==> config.mk <==
export PLATFORM = sky130hd
export DESIGN_NAME = voice_key_memory
export DESIGN_NICKNAME = d
export VERILOG_FILES = /design/src/rtl/vkm_pkg.sv /design/src/rtl/scan_phase_fsm.sv /design/src/rtl/key_channel.sv /design/src/rtl/voice_key_memory.sv
export SDC_FILE = /design/constraint.sdc
export NUM_CORES = 1
export LEC_CHECK = 0
export BUFFER_PORTS_ARGS = -buffer_cell sky130_fd_sc_hd__buf_4
export CORE_ASPECT_RATIO = 1.5
export CORE_MARGIN = 4
export CORE_UTILIZATION = 35
export CTS_CLUSTER_DIAMETER = 100
export DETAILED_ROUTE_END_ITERATION = 7
export GPL_ROUTABILITY_DRIVEN = 1
export SETUP_SLACK_MARGIN = 0.02
export SKIP_LAST_GASP = 1
export SLEW_MARGIN = 20
export SYNTH_ARGS = -nofsm -noshare
export SYNTH_HDL_FRONTEND = slang
export SYNTH_HIERARCHICAL = 1
export SYNTH_SLANG_ARGS = --single-unit
==> constraint.sdc <==
create_clock -name clk -period 3.4 [get_ports clk]
set_input_delay 1.02 -clock clk [delete_from_list [all_inputs] [get_ports clk]]
set_output_delay 1.02 -clock clk [all_outputs]
set_load 0.05 [all_outputs]
==> src/rtl/vkm_pkg.sv <==
package vkm_pkg;

    localparam int NUM_CH = 2;

    typedef enum logic [1:0] {
        MODE_MONO  = 2'b00,
        MODE_DUO   = 2'b01,
        MODE_SPLIT = 2'b10,
        MODE_ALT   = 2'b11
    } chan_mode_e;

    typedef enum logic [1:0] {
        PH_SEEK   = 2'b00,
        PH_FIRST  = 2'b01,
        PH_LIVE   = 2'b10,
        PH_RECIRC = 2'b11
    } scan_phase_e;

endpackage

==> src/rtl/scan_phase_fsm.sv <==
module scan_phase_fsm
    import vkm_pkg::*;
(
    input  logic clk,
    input  logic rst_n,
    input  logic frame_mark_i,
    input  logic interp_i,
    output logic collect_o,
    output logic commit_o,
    output logic clear_o
);

    scan_phase_e state_q, state_d;

    // state register
    always_ff @(posedge clk or negedge rst_n) begin
        if (!rst_n) state_q <= PH_SEEK;
        else        state_q <= state_d;
    end

    // next state
    always_comb begin
        state_d = state_q;
        unique case (state_q)
            PH_SEEK:   if (frame_mark_i) state_d = PH_FIRST;
            PH_FIRST:  if (frame_mark_i) state_d = PH_FIRST;
                       else if (interp_i) state_d = PH_LIVE;
                       else state_d = PH_RECIRC;
            PH_LIVE:   if (frame_mark_i) state_d = PH_FIRST;
            PH_RECIRC: if (frame_mark_i) state_d = PH_FIRST;
        endcase
    end

    // outputs
    always_comb begin
        collect_o = 1'b0;
        unique case (state_q)
            PH_SEEK:   collect_o = 1'b0;
            PH_FIRST:  collect_o = interp_i;
            PH_LIVE:   collect_o = 1'b1;
            PH_RECIRC: collect_o = 1'b0;
        endcase
        commit_o = collect_o && frame_mark_i;
        clear_o  = frame_mark_i;
    end

    assert_realign_R1: assert property (@(posedge clk) disable iff (!rst_n)
        frame_mark_i |=> (state_q == PH_FIRST));

    assert_skip_no_commit_R7: assert property (@(posedge clk) disable iff (!rst_n)
        (state_q == PH_RECIRC || state_q == PH_SEEK) |-> !commit_o);

endmodule

==> src/rtl/key_channel.sv <==
module key_channel
    import vkm_pkg::*;
#(
    parameter int SLOTS    = 64,
    parameter bit UPPER_CH = 1'b0
) (
    input  logic       clk,
    input  logic       rst_n,
    input  logic       key_hit_i,
    input  logic       upper_i,
    input  chan_mode_e mode_i,
    input  logic       collect_i,
    input  logic       commit_i,
    input  logic       clear_i,
    output logic       pitch_o,
    output logic       gate_o
);

    localparam logic [SLOTS-1:0] TOP_BIT = {1'b1, {(SLOTS-1){1'b0}}};

    logic [SLOTS-1:0] cand_q, cand_d, mem_q;
    logic             seen_q, seen_d;
    logic             in_range, take_high, hit;

    always_comb begin
        in_range  = 1'b1;
        take_high = 1'b0;
        unique case (mode_i)
            MODE_SPLIT: in_range  = (upper_i == UPPER_CH);
            MODE_DUO:   take_high = UPPER_CH;
            default:    in_range  = 1'b1;
        endcase
        hit    = collect_i && key_hit_i && in_range;
        seen_d = seen_q || hit;
        if (hit && take_high)
            cand_d = TOP_BIT;
        else if (hit && !seen_q)
            cand_d = {1'b1, cand_q[SLOTS-1:1]};
        else
            cand_d = {1'b0, cand_q[SLOTS-1:1]};
    end

    // candidate frame, rebuilt every scan
    always_ff @(posedge clk or negedge rst_n) begin
        if (!rst_n) begin
            cand_q <= '0;
            seen_q <= 1'b0;
        end else if (clear_i) begin
            cand_q <= '0;
            seen_q <= 1'b0;
        end else begin
            cand_q <= cand_d;
            seen_q <= seen_d;
        end
    end

    // key memory: takes the candidate at a committing boundary, else rotates
    always_ff @(posedge clk or negedge rst_n) begin
        if (!rst_n) begin
            mem_q  <= '0;
            gate_o <= 1'b0;
        end else begin
            if (commit_i && seen_d) mem_q <= cand_d;
            else                    mem_q <= {mem_q[0], mem_q[SLOTS-1:1]};
            if (commit_i)           gate_o <= seen_d;
        end
    end

    assign pitch_o = mem_q[0];

    assert_one_note_R2: assert property (@(posedge clk) disable iff (!rst_n)
        $onehot0(mem_q));

    assert_gate_hold_R5: assert property (@(posedge clk) disable iff (!rst_n)
        !commit_i |=> $stable(gate_o));

    assert_gate_has_note_R6: assert property (@(posedge clk) disable iff (!rst_n)
        gate_o |-> (mem_q != '0));

endmodule

==> src/rtl/voice_key_memory.sv <==
module voice_key_memory
    import vkm_pkg::*;
#(
    parameter int SLOTS = 64
) (
    input  logic       clk,
    input  logic       rst_n,
    input  logic       key_n,
    input  logic       frame_mark,
    input  logic       upper_half,
    input  logic       interp_scan,
    input  logic [1:0] mode_a,
    input  logic [1:0] mode_b,
    output logic       pitch_a,
    output logic       gate_a,
    output logic       pitch_b,
    output logic       gate_b
);

    logic collect, commit, clear;
    logic [NUM_CH-1:0] pitch_vec, gate_vec;
    chan_mode_e        mode_vec [NUM_CH];

    assign mode_vec[0] = chan_mode_e'(mode_a);
    assign mode_vec[1] = chan_mode_e'(mode_b);

    scan_phase_fsm u_phase (
        .clk          (clk),
        .rst_n        (rst_n),
        .frame_mark_i (frame_mark),
        .interp_i     (interp_scan),
        .collect_o    (collect),
        .commit_o     (commit),
        .clear_o      (clear)
    );

    for (genvar c = 0; c < NUM_CH; c++) begin : g_ch
        key_channel #(
            .SLOTS    (SLOTS),
            .UPPER_CH (c == 1)
        ) u_ch (
            .clk       (clk),
            .rst_n     (rst_n),
            .key_hit_i (!key_n),
            .upper_i   (upper_half),
            .mode_i    (mode_vec[c]),
            .collect_i (collect),
            .commit_i  (commit),
            .clear_i   (clear),
            .pitch_o   (pitch_vec[c]),
            .gate_o    (gate_vec[c])
        );
    end

    assign pitch_a = pitch_vec[0];
    assign pitch_b = pitch_vec[1];
    assign gate_a  = gate_vec[0];
    assign gate_b  = gate_vec[1];

endmodule

==> results.md <==
* Count of different cell masters after synthesis at 32
* Die area at between 30000 and 40000 sq um
* Synth top area share at 0.662
* Syn nets at 716
* Critical path class: input pin to register
* Cell taking the most area after synthesis: dfrtp_1
* Biggest cell delay along the critical path at 660 ps
* Hold slack at between 400 and 500 ps
* Post-CTS setup buffer count at 0
* Cts repair resizes at 0
* Fin crit share at 0.719
* Reg2reg setup slack at between 1000 and 1500 ps
* Synth cell count leaders: dfrtp_1 (260), inv_1 (67), nand2_1 (65)
* H-tree levels at 1
* Worst-path cell chain: buf_4, nand3b_1, a21boi_1, nor3b_2, buf_4, mux2i_1
* Clock Pin Slew Worst Setup and Hold Paths at around 60 ps
* Synthesized area per cell at approximately 14 sq um
* CP Launch Type: input pin
* Setup crit end kind: register
* Static Leakage at around 5.5 nW
* Power per cell area at a little under 600 nW/um^2
* Synth async-reset ratio at 1.00
* Delay-heaviest family, CP: simple AND/OR/NAND/NOR gates
* Max-cap violations at 0
* Req. time, crit path at approximately 3800 ps
* FMAX at around 410 MHz
* Buf/Inv on CP at 2
* DP HPWL at a little over 8000 um
* Post-synth EDFFs at 0
* Rel. slew slack at 0.505
* Sw Pwr at between 1 and 1.5 mW
* Vias in the first global route at between 5000 and 6000
* Pre-Repair DR Iteration Count at 4
* Routed length per instance at 13.5 um
* GR Util All Layers at 0.102
* Vias at 4829
* First-pass GRT wire length at 26400 um
* Initial Util at 0.357
* Final Hold Viols at 0
* Synth Register Bits at between 200 and 300
* Share of layout cells above drive strength 1 at 0.189
* Largest net degree at the start of global routing at 81
* FF-to-FF path depth at 5
* Rows at between 70 and 80
* Syn Std Cell Area at between 9000 and 10000 sq um
* Status: finished clean
* Residual DRC count at 0
* Reg power frac at 0.514
* Clk buf depth at 3
* YS warnings at 6
* Diodes inserted at 0
* Arrival time worst endpoint at ~2900 ps
* Sw Share at 0.226
* Core area at 27500 sq um
* Slowest CP cell: nor3b_2
* Setup TNS at 0 ps
* Final nets at around 740
* Clk_skew at 19.0 ps
* Clk pwr share at 0.417
* Port bufs at 13
* Ys flop type: dfrtp_1
* Final Setup Violations at 0
* Post-DRT Antenna Nets at 0
* Most used cell, CP: buf_4
* Synth-to-layout area growth at 13.4%
* CTS tree: yes
* Fin. max-slew vios at 0
* Area post-placement at just over 10000 sq um
* Synth Instances at ~710
* Die W at roughly 140 um
* RD Place Congestion at 0.712
* Root buf cell: clkbuf_16
* Sequential share of the synthesized area at 0.662
* P_int at roughly 5 mW
* Gate power share at 0.069
* CP Max Fanout at 12
* I/O pin cnt at 14
* Initial antenna violation count at 0
* Count leader, synth: dfrtp_1
* Die height at 213 um
* Worst min path class: input pin to asynchronous set/reset pin
* Reg2reg end: g_ch[1].u_ch/mem_q[25]$_DFF_PN0_
* Cts-stage hold buffer count at 0
* DRT Wirelength at 14700 um
* Cell area after layout at between 10000 and 15000 sq um
* FF-to-FF Start: u_phase/state_q[0]$_DFFE_PN0P_
* # fillers at ~2500
* RSZ-0062 raised after global routing: no
* TritonCTS buffer count at 26
* Clk_lat worst skew at around 530 ps
* Worst Tran Pin Value at around 740 ps
* Synth top area cells: dfrtp_1 (66%), mux2_4 (9.0%), mux2i_1 (6.4%)
* Overall Power at 6.61 mW
* Total congestion overflow at 0
* Clock sinks at 260
* Maximum vdd ir drop at 411 uV
* DRT iter0 DRCs at between 200 and 300
* Tmin final at 2450 ps
* Vias per std cell at 4.43
flip-flops by register name, summed over array words and instances (netlist names):
signal	cells
g_ch.u_ch/mem_q	128
g_ch.u_ch/cand_q	126
g_ch.u_ch/gate_o	2
g_ch.u_ch/seen_q	2
u_phase/state_q	2
metal layers:
| layer | GRT usage | wire (um) | share of wire |
|---|---|---|---|
| met4 | 0.0290 | 248 | 0.017 |
| met5 | 0 | 0 | 0 |
| met2 | 0.159 | 6930 | 0.47 |
| met1 | 0.148 | 6980 | 0.48 |
| met3 | 0.0193 | 492 | 0.034 |
worst max path at each step:
| stage | start | to | slack [ps] | cells past startpoint |
|---|---|---|---|---|
| finish | interp_scan | g_ch[1].u_ch/mem_q[25]$_DFF_PN0_ | 950 | 6 |
| global route | interp_scan | g_ch[1].u_ch/mem_q[24]$_DFF_PN0_ | 770 | 6 |
| CTS | interp_scan | g_ch[1].u_ch/mem_q[24]$_DFF_PN0_ | 940 | 6 |
| detailed placement | interp_scan | g_ch[1].u_ch/mem_q[25]$_DFF_PN0_ | 400 | 6 |
| global placement | interp_scan | g_ch[0].u_ch/mem_q[43]$_DFF_PN0_ | 430 | 6 |
| floorplan | interp_scan | g_ch[1].u_ch/mem_q[63]$_DFF_PN0_ | 980 | 5 |
power groups by stage:
stage	Clock (mW)	Sequential [mW]	Combinational, mW
6_report	2.76	3.40	0.454
5_1_grt	2.99	3.42	0.524
4_1_cts	2.86	3.40	0.471
3_5_place_dp	0	3.45	0.469
3_3_place_gp	0	3.45	0.457
2_1_floorplan	0	3.46	0.282
through the flow:
step,setup WS [ps],utilization,std cells
finish,954,0.405,1089
global route,766,0.405,1089
CTS,944,0.405,1089
detailed placement,403,0.375,1043
global placement,433,0.375,1043
floorplan,979,-,706
logic make-up after synthesis:
| family | synth area share |
|---|---|
| simple gates | 0.119 |
| compound gates | 0.00738 |
| buf+inv | 0.0513 |
| flops | 0.662 |
| mux | 0.160 |
layout make-up:
class / count / area [sq um] / share of cell area
Clock buffer: 36 / 748 / 0.0671
Clock inverter: 10 / 90.1 / 0.00808
Inverter: 67 / 251 / 0.0226
Multi-Input combinational cell: 345 / 2820 / 0.253
Sequential cell: 260 / 6510 / 0.584
Tap cell: 342 / 428 / 0.0384
Timing Repair Buffer: 29 / 300 / 0.0269
cells in the final DEF, fill, tap and decap left out, types with 6 or more instances in the layout:
cell       synthesis  layout
clkbuf_8           0       6
clkinv_2           0       7
and2_1            62      62
buf_4              1      22
nor2b_1           63      63
inv_1             67      67
nand2_1           65      65
clkbuf_16          0      26
mux2i_1           63      63
buf_12             0       6
dfrtp_1          260     260
mux2_4            59      59
Power figures use the tool's default switching activity.
